`src/rtl/smb_cfg_pkg.sv`:
```
// Shared types and the location map of the SMBus configuration target.
// Assumes the store has more than 17 locations so every fixed location exists.
package smb_cfg_pkg;

    localparam int IDXW     = 8;   // width of the index byte
    localparam int CNT_LOC  = 7;   // location of the read count register
    localparam int CNT_BITS = 5;   // stored bits of the count register
    localparam logic [CNT_BITS-1:0] CNT_RESET = 5'd8;

    localparam logic [3:0] REV_CODE  = 4'h0;
    localparam logic [3:0] VEND_CODE = 4'h1;
    localparam logic [1:0] TYPE_CODE = 2'b00;
    localparam logic [5:0] DEV_CODE  = 6'h08;

    typedef enum logic [2:0] {
        PH_IDLE, PH_RX, PH_RX_ACK, PH_TX, PH_TX_ACK, PH_IGNORE
    } phase_t;

    typedef enum logic [1:0] {
        SG_ADDR, SG_INDEX, SG_COUNT, SG_DATA
    } stage_t;

    typedef enum logic [1:0] {
        LOC_RW, LOC_RO, LOC_RSV, LOC_CNT
    } loc_kind_t;

    // Classifies a location of the store.
    function automatic loc_kind_t loc_kind(input int idx);
        if (idx == 4 || idx == 8 || idx == 9 || idx == 17) return LOC_RSV;
        if (idx == 5 || idx == 6) return LOC_RO;
        if (idx == CNT_LOC) return LOC_CNT;
        return LOC_RW;
    endfunction

    // Fixed content of the read-only identification locations.
    function automatic logic [7:0] ro_value(input int idx);
        if (idx == 5) return {REV_CODE, VEND_CODE};
        if (idx == 6) return {TYPE_CODE, DEV_CODE};
        return 8'h00;
    endfunction

endpackage

```
`src/rtl/smb_line_cond.sv`:
```
// Synchronises SCL and SDA and flags clock edges, start and stop conditions.
// Assumes SCL and SDA stay stable for several clk cycles between changes.
module smb_line_cond #(
    parameter int SYNC_STAGES = 2
) (
    input  logic clk,
    input  logic rst_n,
    input  logic scl_i,
    input  logic sda_i,
    output logic sda_s,
    output logic scl_rise,
    output logic scl_fall,
    output logic start_seen,
    output logic stop_seen
);
    logic [SYNC_STAGES-1:0] scl_pipe;
    logic [SYNC_STAGES-1:0] sda_pipe;
    logic scl_d, sda_d, scl_s;

    // Synchroniser chains plus one delayed copy for edge detection.
    always_ff @(posedge clk) begin
        if (!rst_n) begin
            scl_pipe <= '1;
            sda_pipe <= '1;
            scl_d    <= 1'b1;
            sda_d    <= 1'b1;
        end else begin
            scl_pipe <= {scl_pipe[SYNC_STAGES-2:0], scl_i};
            sda_pipe <= {sda_pipe[SYNC_STAGES-2:0], sda_i};
            scl_d    <= scl_s;
            sda_d    <= sda_s;
        end
    end

    assign scl_s      = scl_pipe[SYNC_STAGES-1];
    assign sda_s      = sda_pipe[SYNC_STAGES-1];
    assign scl_rise   = scl_s & ~scl_d;
    assign scl_fall   = ~scl_s & scl_d;
    assign start_seen = scl_s & scl_d & sda_d & ~sda_s;
    assign stop_seen  = scl_s & scl_d & ~sda_d & sda_s;
endmodule

```
`src/rtl/smb_addr_strap.sv`:
```
// Captures the address strap on the first rise of power-good and holds it.
// Assumes pwr_good is already synchronous to clk.
module smb_addr_strap #(
    parameter logic [6:0] ADDR_LO = 7'h68,
    parameter logic [6:0] ADDR_HI = 7'h6A
) (
    input  logic       clk,
    input  logic       rst_n,
    input  logic       pwr_good,
    input  logic       addr_strap,
    output logic       armed,
    output logic [6:0] own_addr
);
    logic pg_q, strap_q;

    // One-time capture of the strap at the first power-good rise.
    always_ff @(posedge clk) begin
        if (!rst_n) begin
            pg_q    <= 1'b0;
            armed   <= 1'b0;
            strap_q <= 1'b0;
        end else begin
            pg_q <= pwr_good;
            if (pwr_good && !pg_q && !armed) begin
                armed   <= 1'b1;
                strap_q <= addr_strap;
            end
        end
    end

    assign own_addr = strap_q ? ADDR_HI : ADDR_LO;
endmodule

```
`src/rtl/smb_cfg_regs.sv`:
```
// Byte-wide configuration store: read/write, count, read-only and reserved locations.
// Assumes one write per cycle; an index outside the store reads 0.
module smb_cfg_regs
    import smb_cfg_pkg::*;
#(
    parameter int NREG = 20
) (
    input  logic              clk,
    input  logic              rst_n,
    input  logic              wr_en,
    input  logic [IDXW-1:0]   wr_idx,
    input  logic [7:0]        wr_data,
    input  logic [IDXW-1:0]   rd_idx,
    output logic [7:0]        rd_data,
    output logic [NREG*8-1:0] cfg_flat
);
    logic [7:0] loc_q [NREG];

    for (genvar g = 0; g < NREG; g++) begin : g_loc
        localparam loc_kind_t KIND = loc_kind(g);
        if (KIND == LOC_RW) begin : g_rw
            logic [7:0] q;
            // Plain read/write byte.
            always_ff @(posedge clk) begin
                if (!rst_n) q <= 8'h00;
                else if (wr_en && wr_idx == IDXW'(g)) q <= wr_data;
            end
            assign loc_q[g] = q;
        end else if (KIND == LOC_CNT) begin : g_cnt
            logic [CNT_BITS-1:0] q;
            // Read count register, only the low bits are stored.
            always_ff @(posedge clk) begin
                if (!rst_n) q <= CNT_RESET;
                else if (wr_en && wr_idx == IDXW'(g)) q <= wr_data[CNT_BITS-1:0];
            end
            assign loc_q[g] = {{(8-CNT_BITS){1'b0}}, q};
        end else if (KIND == LOC_RO) begin : g_ro
            assign loc_q[g] = ro_value(g);
        end else begin : g_rsv
            assign loc_q[g] = 8'h00;
        end
        assign cfg_flat[g*8 +: 8] = loc_q[g];
    end

    // Read mux; indexes beyond the store return 0.
    always_comb begin
        rd_data = 8'h00;
        for (int i = 0; i < NREG; i++) begin
            if (rd_idx == IDXW'(i)) rd_data = loc_q[i];
        end
    end
endmodule

```
`src/rtl/smb_xfer_ctrl.sv`:
```
// Bit and byte sequencer for indexed block writes and reads.
// Assumes conditions from smb_line_cond; drives SDA only after an SCL fall.
module smb_xfer_ctrl
    import smb_cfg_pkg::*;
(
    input  logic            clk,
    input  logic            rst_n,
    input  logic            sda_s,
    input  logic            scl_rise,
    input  logic            scl_fall,
    input  logic            start_seen,
    input  logic            stop_seen,
    input  logic            armed,
    input  logic [6:0]      own_addr,
    input  logic [7:0]      cnt_byte,
    input  logic [7:0]      rd_data,
    output logic [IDXW-1:0] rd_idx,
    output logic            wr_en,
    output logic [IDXW-1:0] wr_idx,
    output logic [7:0]      wr_data,
    output logic            sda_oe
);
    phase_t          phase;
    stage_t          stage;
    logic [3:0]      bitcnt;
    logic [7:0]      shreg;
    logic [IDXW-1:0] ptr;
    logic [7:0]      left;
    logic            rd_mode;
    logic            host_ack;

    assign rd_idx = ptr;

    // Transfer state machine: shifts bits, acknowledges bytes, streams read data.
    always_ff @(posedge clk) begin
        if (!rst_n) begin
            phase    <= PH_IDLE;
            stage    <= SG_ADDR;
            bitcnt   <= '0;
            shreg    <= '0;
            ptr      <= '0;
            left     <= '0;
            rd_mode  <= 1'b0;
            host_ack <= 1'b0;
            sda_oe   <= 1'b0;
            wr_en    <= 1'b0;
            wr_idx   <= '0;
            wr_data  <= '0;
        end else begin
            wr_en <= 1'b0;
            if (stop_seen) begin
                phase  <= PH_IDLE;
                sda_oe <= 1'b0;
            end else if (start_seen) begin
                phase   <= armed ? PH_RX : PH_IGNORE;
                stage   <= SG_ADDR;
                bitcnt  <= '0;
                rd_mode <= 1'b0;
                sda_oe  <= 1'b0;
            end else begin
                unique case (phase)
                    PH_RX: begin
                        if (scl_rise && bitcnt != 4'd8) begin
                            shreg  <= {shreg[6:0], sda_s};
                            bitcnt <= bitcnt + 4'd1;
                        end else if (scl_fall && bitcnt == 4'd8) begin
                            bitcnt <= '0;
                            phase  <= PH_RX_ACK;
                            sda_oe <= 1'b1;
                            unique case (stage)
                                SG_ADDR: begin
                                    if (shreg[7:1] == own_addr) begin
                                        rd_mode <= shreg[0];
                                        stage   <= SG_INDEX;
                                    end else begin
                                        phase  <= PH_IGNORE;
                                        sda_oe <= 1'b0;
                                    end
                                end
                                SG_INDEX: begin
                                    ptr   <= shreg;
                                    stage <= SG_COUNT;
                                end
                                SG_COUNT: begin
                                    left  <= shreg;
                                    stage <= SG_DATA;
                                end
                                SG_DATA: begin
                                    if (left != 8'd0) begin
                                        wr_en   <= 1'b1;
                                        wr_idx  <= ptr;
                                        wr_data <= shreg;
                                        ptr     <= ptr + 8'd1;
                                        left    <= left - 8'd1;
                                    end
                                end
                            endcase
                        end
                    end
                    PH_RX_ACK: begin
                        if (scl_fall) begin
                            if (rd_mode) begin
                                phase  <= PH_TX;
                                shreg  <= cnt_byte;
                                sda_oe <= ~cnt_byte[7];
                                bitcnt <= '0;
                            end else begin
                                phase  <= PH_RX;
                                sda_oe <= 1'b0;
                            end
                        end
                    end
                    PH_TX: begin
                        if (scl_fall) begin
                            if (bitcnt == 4'd7) begin
                                sda_oe <= 1'b0;
                                phase  <= PH_TX_ACK;
                            end else begin
                                bitcnt <= bitcnt + 4'd1;
                                shreg  <= {shreg[6:0], 1'b0};
                                sda_oe <= ~shreg[6];
                            end
                        end
                    end
                    PH_TX_ACK: begin
                        if (scl_rise) begin
                            host_ack <= ~sda_s;
                        end else if (scl_fall) begin
                            if (host_ack) begin
                                shreg  <= rd_data;
                                ptr    <= ptr + 8'd1;
                                sda_oe <= ~rd_data[7];
                                bitcnt <= '0;
                                phase  <= PH_TX;
                            end else begin
                                phase <= PH_IGNORE;
                            end
                        end
                    end
                    default: ;
                endcase
            end
        end
    end
endmodule

```
`src/rtl/smb_cfg_target.sv`:
```
// Top of the SMBus configuration target: line conditioning, strap capture,
// transfer sequencer and configuration store. Assumes NREG > 17.
module smb_cfg_target
    import smb_cfg_pkg::*;
#(
    parameter int NREG        = 20,
    parameter int SYNC_STAGES = 2
) (
    input  logic              clk,
    input  logic              rst_n,
    input  logic              scl_i,
    input  logic              sda_i,
    output logic              sda_oe,
    input  logic              pwr_good,
    input  logic              addr_strap,
    output logic [NREG*8-1:0] cfg_flat
);
    logic            sda_s, scl_rise, scl_fall, start_seen, stop_seen;
    logic            armed;
    logic [6:0]      own_addr;
    logic            wr_en;
    logic [IDXW-1:0] wr_idx, rd_idx;
    logic [7:0]      wr_data, rd_data;

    smb_line_cond #(.SYNC_STAGES(SYNC_STAGES)) u_line (
        .clk(clk), .rst_n(rst_n), .scl_i(scl_i), .sda_i(sda_i),
        .sda_s(sda_s), .scl_rise(scl_rise), .scl_fall(scl_fall),
        .start_seen(start_seen), .stop_seen(stop_seen)
    );

    smb_addr_strap u_strap (
        .clk(clk), .rst_n(rst_n), .pwr_good(pwr_good), .addr_strap(addr_strap),
        .armed(armed), .own_addr(own_addr)
    );

    smb_xfer_ctrl u_ctrl (
        .clk(clk), .rst_n(rst_n), .sda_s(sda_s), .scl_rise(scl_rise),
        .scl_fall(scl_fall), .start_seen(start_seen), .stop_seen(stop_seen),
        .armed(armed), .own_addr(own_addr),
        .cnt_byte(cfg_flat[CNT_LOC*8 +: 8]), .rd_data(rd_data),
        .rd_idx(rd_idx), .wr_en(wr_en), .wr_idx(wr_idx), .wr_data(wr_data),
        .sda_oe(sda_oe)
    );

    smb_cfg_regs #(.NREG(NREG)) u_regs (
        .clk(clk), .rst_n(rst_n), .wr_en(wr_en), .wr_idx(wr_idx),
        .wr_data(wr_data), .rd_idx(rd_idx), .rd_data(rd_data),
        .cfg_flat(cfg_flat)
    );
endmodule

```
`config.mk`:
```
export PLATFORM = sky130hd
export DESIGN_NAME = smb_cfg_target
export DESIGN_NICKNAME = d
export VERILOG_FILES = /design/src/rtl/smb_cfg_pkg.sv /design/src/rtl/smb_line_cond.sv /design/src/rtl/smb_addr_strap.sv /design/src/rtl/smb_cfg_regs.sv /design/src/rtl/smb_xfer_ctrl.sv /design/src/rtl/smb_cfg_target.sv
export SDC_FILE = /design/constraint.sdc
export NUM_CORES = 1
export LEC_CHECK = 0
export BUFFER_PORTS_ARGS = -buffer_cell sky130_fd_sc_hd__buf_2
export CORE_MARGIN = 2
export CORE_UTILIZATION = 55
export CTS_CLUSTER_SIZE = 16
export DETAILED_ROUTE_END_ITERATION = 12
export PLACE_DENSITY_LB_ADDON = 0.1
export SETUP_SLACK_MARGIN = 0.2
export SLEW_MARGIN = 15
export SYNTH_ARGS = -nofsm -noshare
export SYNTH_HDL_FRONTEND = slang
export SYNTH_HIERARCHICAL = 1
export SYNTH_SLANG_ARGS = --single-unit
```
`constraint.sdc`:
```
create_clock -name clk -period 4.6 [get_ports clk]
set_input_delay 1.15 -clock clk [delete_from_list [all_inputs] [get_ports clk]]
set_output_delay 1.15 -clock clk [all_outputs]
set_load 0.05 [all_outputs]
```
# ---- Word level (Yosys, flattened, before mapping)
# Cells that the tools add are included.
dict set report word_totals {
  output_inout_bits 161
  reg_bits 171
  wordCells 261
  inputBits 6
}
dict set report classes {
  add_sub_neg 3
  n_bitwise 20
  muxes 90
  reduce_logical 46
  eq_ne 69
}
# operator count
set ops {}
lappend ops {{8-bit 2-to-1 mux} 35}
lappend ops {{8-bit by 4-bit equality test with 1-bit output, second input constant} 14}
lappend ops {{8-bit by 5-bit equality test with 1-bit output, second input constant} 7}
lappend ops {{8-bit case mux with 2 select lines} 3}
lappend ops {{8-bit by 3-bit equality test with 1-bit output, second input constant} 5}
lappend ops {{4-bit 2-to-1 mux} 10}
lappend ops {{3-bit 2-to-1 mux} 12}
lappend ops {{8-bit by 2-bit equality test with 1-bit output, second input constant} 4}
lappend ops {{8-bit case mux with 4 select lines} 1}
lappend ops {{3-bit by 2-bit != test with 1-bit output, second input constant} 10}
lappend ops {{10-bit AND reduction} 2}
lappend ops {{1-bit logical AND} 18}
lappend ops {{1-bit 2-to-1 mux} 18}
lappend ops {{8-bit by 1-bit equality test with 1-bit output, second input constant} 2}
lappend ops {{8-bit logical NOT} 2}
lappend ops {{2-bit by 1-bit != test with 1-bit output, second input constant} 8}
lappend ops {{4-bit case mux with 4 select lines} 1}
lappend ops {{8-bit AND reduction} 2}
lappend ops {{2-bit 2-to-1 mux} 7}
lappend ops {{7-bit AND reduction} 2}
lappend ops {{1-bit NOT} 13}
lappend ops {{3-bit case mux with 4 select lines} 1}
lappend ops {{6-bit AND reduction} 2}
lappend ops {{2-bit nonzero test} 6}
lappend ops {{28 further kinds} 43}

# ---- Depth between registers and ports, before layout
dict set report logic_depth {
  word_depth 26
  ltp_mapped 12
  ltp_nobuf 9
}

# ---- Modules after synthesis
# Netlist, hierarchy kept.
# module cells_per_inst area_each_um2 n_inst seq_area_each_um2
set modules_own_cells {}
lappend modules_own_cells {smb_cfg_regs 627 5885.6 1 2182.1}
lappend modules_own_cells {smb_xfer_ctrl 452 3439.5 1 1061.0}
lappend modules_own_cells {smb_line_cond 16 190.2 1 120.1}
lappend modules_own_cells {smb_addr_strap 19 170.2 1 60.1}

# ---- Worst setup path after synthesis
# No wires, ideal clock.
dict set report synth_timing {
  path_kind {register to register}
  start {register u_ctrl.ptr[0], in the netlist u_ctrl/rd_idx[0]}
  end {register u_ctrl.shreg[4]}
  path_slack_ns 2.140
  arrival_time_ns 2.389
  synth_period_minus_slack_ns 2.460
  t_required_ns 4.530
  setup_ns 0.070
  path_buffers 2
  stages_incl_launch_ff 12
  path_cell_list {dfxtp_1 clkbuf_1 buf_2 nor2b_1 a22o_1 nand2_1 a31oi_1 a2bb2oi_1 o221ai_1 a22o_1 or3_1 a21oi_1}
}
dict set report synth_between {
  elab_chain_len 25
  elab_cells_between_ends 44
  classes_between {eq/ne (19); mux (24); reduce/logical (1)}
}
# item line_no
set synth_lines {}
lappend synth_lines {{start, declared} smb_xfer_ctrl.sv:27} ;# logic [IDXW-1:0] ptr;
lappend synth_lines {{start signal, assigned} smb_xfer_ctrl.sv:81} ;# ptr <= shreg;
lappend synth_lines {{start signal, assigned} smb_xfer_ctrl.sv:93} ;# ptr <= ptr + 8'd1;
lappend synth_lines {{start signal, assigned} smb_xfer_ctrl.sv:131} ;# ptr <= ptr + 8'd1;
lappend synth_lines {{8-bit logical NOT} smb_cfg_regs.sv:49} ;# if (rd_idx == IDXW'(i)) rd_data = loc_q[i];
lappend synth_lines {{8-bit 2-to-1 mux (19 in series)} smb_cfg_regs.sv:49}
lappend synth_lines {{8-bit 2-to-1 mux (*)} smb_cfg_regs.sv:49}
lappend synth_lines {{via rd_data[4]} smb_cfg_target.sv:23} ;# logic [7:0] wr_data, rd_data;
lappend synth_lines {{8-bit 2-to-1 mux (*)} smb_xfer_ctrl.sv:129} ;# if (host_ack) begin
lappend synth_lines {{8-bit 2-to-1 mux (*)} smb_xfer_ctrl.sv:128} ;# end else if (scl_fall) begin
lappend synth_lines {{8-bit 2-to-1 mux (*)} smb_xfer_ctrl.sv:126} ;# if (scl_rise) begin
lappend synth_lines {{8-bit case mux with 4 select lines (*)} smb_xfer_ctrl.sv:61} ;# unique case (phase)
lappend synth_lines {{end signal, assigned} smb_xfer_ctrl.sv:64} ;# shreg <= {shreg[6:0], sda_s};
lappend synth_lines {{end signal, assigned} smb_xfer_ctrl.sv:120} ;# shreg <= {shreg[6:0], 1'b0};
lappend synth_lines {{end signal, assigned} smb_xfer_ctrl.sv:130} ;# shreg <= rd_data;
lappend synth_lines {{end, declared} smb_xfer_ctrl.sv:26} ;# logic [7:0] shreg;
# Mark *: on every way through the listed nets, which the timed path passes. The rest lies on a longest branch. The select of a mux whose other input is x is not followed.
# A chain may end at the register's enable or synchronous reset.

# ---- Final worst setup path
dict set report layout_timing {
  start {register u_ctrl.ptr[3], in the netlist u_ctrl/rd_idx[3]}
  end {register u_ctrl.sda_oe}
}
dict set report layout_between {
  elab_chain_len 26
  elab_cells_between_ends 45
  classes_between {eq/ne (19); mux (24); bitwise (1); reduce/logical (1)}
}
# item line_no
set layout_lines {}
lappend layout_lines {{8-bit logical NOT} smb_cfg_regs.sv:49}
lappend layout_lines {{8-bit 2-to-1 mux (19 in series)} smb_cfg_regs.sv:49}
lappend layout_lines {{8-bit 2-to-1 mux (*)} smb_cfg_regs.sv:49}
lappend layout_lines {{via rd_data[7]} smb_cfg_target.sv:23}
lappend layout_lines {{1-bit NOT (*)} smb_xfer_ctrl.sv:132} ;# sda_oe <= ~rd_data[7];
lappend layout_lines {{1-bit 2-to-1 mux (*)} smb_xfer_ctrl.sv:129}
lappend layout_lines {{1-bit 2-to-1 mux (*)} smb_xfer_ctrl.sv:128}
lappend layout_lines {{1-bit 2-to-1 mux (*)} smb_xfer_ctrl.sv:126}
lappend layout_lines {{1-bit case mux with 4 select lines (*)} smb_xfer_ctrl.sv:61}
lappend layout_lines {{end signal, assigned} smb_xfer_ctrl.sv:105} ;# sda_oe <= ~cnt_byte[7];
lappend layout_lines {{end signal, assigned} smb_xfer_ctrl.sv:121} ;# sda_oe <= ~shreg[6];
lappend layout_lines {{end signal, assigned} smb_xfer_ctrl.sv:132}
lappend layout_lines {{end, declared} smb_xfer_ctrl.sv:21} ;# output logic sda_oe
# Marks and branches as above.

==> run summary <==
Core area -> 0.01724 mm²
Fraction of registers with async set/reset -> 0%
Final #Nets -> 1185
Die Width -> 136.7 µm
Synth top cells by count -> 171 x dfxtp_1, 119 x nor2b_1, 115 x mux2i_1
Longest Clk Path Bufs -> 2
RSZ-0062 raised after global routing -> no
Flop pwr share -> 45.0%
Core Rows -> 48
Die Ht -> 136.7 µm
Sequential area share after synthesis -> 35.34%
Pwr dens -> 331.4 mW/mm²
Vias -> 8512
TritonRoute pass-1 iters -> 6
Vias in the first global route -> 7461
Final core utilization -> 61.45%
Drt first-iter violations -> 949
CTS root buffer -> clkbuf_16
Post-Syn Instances -> 1114
Max frequency -> 316.7 MHz
Routed wire length per instance -> 20.35 µm
Area grow syn2layout -> 9.366%
Avg Vias per Cell -> 6.045
Switching pwr -> 1.087 mW
Post-route ant nets -> 0
Total Power -> 3.510 mW
Clock Power Share -> 40.7%
HP Start -> u_line/sda_pipe[0]
Clock Sinks -> 171
CP startpoint kind -> register
Max_cap viols -> 0
Design Area, Final -> 0.01059 mm²
Port Buffers -> 115
Max-slew violation count -> 0
Die area -> 0.01869 mm²
Overall Global Routing Usage -> 30.63%
# setup viols final -> 0
Reg2reg end -> u_ctrl/sda_oe
Worst Hold Endpoint -> u_line/sda_pipe[1]
Initial Utilization -> 56.19%
Final worst-path cycle share -> 68.63%
Area post-placement -> 0.01002 mm²
Hold_buf cts -> 0
Count leader, synth -> dfxtp_1
Antenna Cells -> 0
Post CTS Setup Buffer Count -> 0
CP Class -> register to register
Post-synth EDFFs -> 0
Worst r2r src -> u_ctrl/rd_idx[3]
Post-Syn Area -> 0.009686 mm²
Synth area leader -> dfxtp_1
Yosys cell types -> 85
CTS H-tree depth -> 4
Int Power -> 2.424 mW
Most used DFF post-synth -> dfxtp_1
Initial antenna violation count -> 0
CTS resizes -> 0
Status -> finished clean
Min Hold Slack -> 0.4073 ns
Worst slew pin tran -> 1.088 ns
Final min period -> 3.157 ns
Layout cells sized above 1 -> 16.74%
Global placement routability congestion -> 0.9502
Average cell area after synthesis -> 8.694 µm²
Global-route wire length before repair -> 43680 µm
Hold path cells -> 1
Fin Clk Skew -> 0.01562 ns
Drt drc -> 0
Total negative slack -> 0 ns
Reg2reg setup slack -> 1.44 ns
CTS tree -> yes
FF+latch count, synth -> 171
Reg2reg path depth -> 9
Critical path arrival -> 3.50 ns
Hold Fails Final Rpt -> 0
Largest net degree at the start of global routing -> 129
TritonCTS Buffers -> 17
Sw frac -> 30.95%
Ports -> 167
Worst skew pair latency -> 0.44 ns
Synth warn -> 6
Crit. End Element -> register
Top cell type's share of synthesized area -> 35.34%
Worst-path clk slew -> 0.07 ns
Req. time, crit path -> 4.94 ns
Critical Path Fanout Max -> 24
Leakage -> 3.991 nW
DPL Wire Length -> 19920 µm
Area contributors post-synth -> dfxtp_1 35%, mux2i_1 12%, nor2b_1 7.7%
Combinational Power Share -> 14.4%
Worst rel slew slack -> 27.50%
VDD IR max -> 0.2783 mV
GRT overflow -> 0
Total wire length -> 28650 µm
Hold crit path type -> register to register
## final cells by class
type / count / area, µm²
tap: 225 / 281.5
fill: 1528 / 6644
inverter: 17 / 63.81
multi-input combinational: 844 / 5642
timing repair buffer: 119 / 608.1
clock buffer: 18 / 439.2
clock inverter: 14 / 132.6
sequential: 171 / 3426
## cells by family (layout without fill, tap and decap cells)
kind of cell / after synthesis / count (layout) / synth area share (%)
XOR/XNOR: 7 / 7 / 0.6330
adder cells (fa/ha/maj): 9 / 9 / 1.163
AO/OA/AOI/OAI: 233 / 233 / 15.90
other: 4 / 57 / 0.1550
multiplexers: 131 / 131 / 14.21
AND/OR/NAND/NOR: 407 / 407 / 24.13
flip-flops: 171 / 171 / 35.34
buffers and inverters: 152 / 168 / 8.461
## per-layer routing
metal / GRT usage (%) / vias to the layer above / part of all wire (%)
met3: 5.185 / 43 / 8.4
met1: 46.30 / 4108 / 46
li1: - / 3962 / -
met2: 44.94 / 399 / 44
met4: 7.639 / 0 / 2.0
met5: 0 / - / 0
## per-stage QoR
stage / std cells / setup WS, ns
final: 1408 / 1.443
after global routing: 1408 / 1.207
after CTS: 1408 / 1.513
after detailed placement: 1376 / 1.520
after global placement: 1376 / 1.667
after floorplan: 1167 / 2.140
## worst max-delay path, stage by stage (launching register included)
cell      delay, ns
dfxtp_1        0.55
nor2_1         0.37
and3_1         0.63
nor2_1         0.17
a221oi_1       0.29
o211ai_1       0.25
a22oi_1        0.23
a21oi_1        0.06
a2111o_1       0.28
a211oi_1       0.23
## layout by cell type, fill, tap and decap left out, drive strengths merged, types with 5 or more instances in the layout
master  synthesis  layout
a211oi          6       6
a21boi         18      18
a21oi          68      68
a22oi          11      11
a31oi           6       6
a32oi           5       5
and2            5       5
and3            7       7
buf            74     119
clkbuf         61      18
clkinv          1       5
conb            4      57
dfxtp         171     171
ha              9       9
inv            16      23
mux2           12      12
mux2i         115     115
nand2          98      98
nand2b         25      25
nand3          28      28
nand3b          7       7
nor2           46      46
nor2b         119     119
nor3           14      14
nor3b           9       9
nor4            5       5
o211ai          9       9
o21a           11      11
o21ai          41      41
o221ai         16      16
o22ai           8       8
or2             6       6
or3             8       8
or4             6       6
xor2            7       7
## power by group through the flow
stage	Clock (mW)	Sequential [mW]	Combinational [mW]
after CTS	1.44	1.57	0.490
after floorplan	0	1.55	0.481
after global routing	1.50	1.58	0.546
after detailed placement	0	1.61	0.490
final	1.43	1.58	0.505
after global placement	0	1.61	0.489
## sequential cells by signal, summed over array words and instances (netlist names), 2 cells and up
register              flops
u_regs/g_loc.g_rw.q     104
u_ctrl/left               8
u_ctrl/rd_idx             8
u_ctrl/shreg              8
u_ctrl/wr_data            8
u_ctrl/wr_idx             8
u_regs/g_loc.g_cnt.q      5
u_ctrl/bitcnt             4
u_ctrl/phase              3
u_ctrl/stage              2
u_line/scl_pipe           2
u_line/sda_pipe           2
## how the worst max path moves through the flow
stage | start | end | slack (ns) | cells past startpoint
floorplan | u_ctrl/rd_idx[0] | u_ctrl/shreg[4] | 2.14 | 11
global placement | u_ctrl/rd_idx[7] | u_ctrl/shreg[4] | 1.67 | 9
detailed placement | u_ctrl/rd_idx[3] | u_ctrl/sda_oe | 1.52 | 9
CTS | u_ctrl/rd_idx[3] | u_ctrl/sda_oe | 1.51 | 9
global route | u_ctrl/rd_idx[3] | u_ctrl/sda_oe | 1.21 | 9
finish | u_ctrl/rd_idx[3] | u_ctrl/sda_oe | 1.44 | 9
Power figures use the tool's default switching activity.
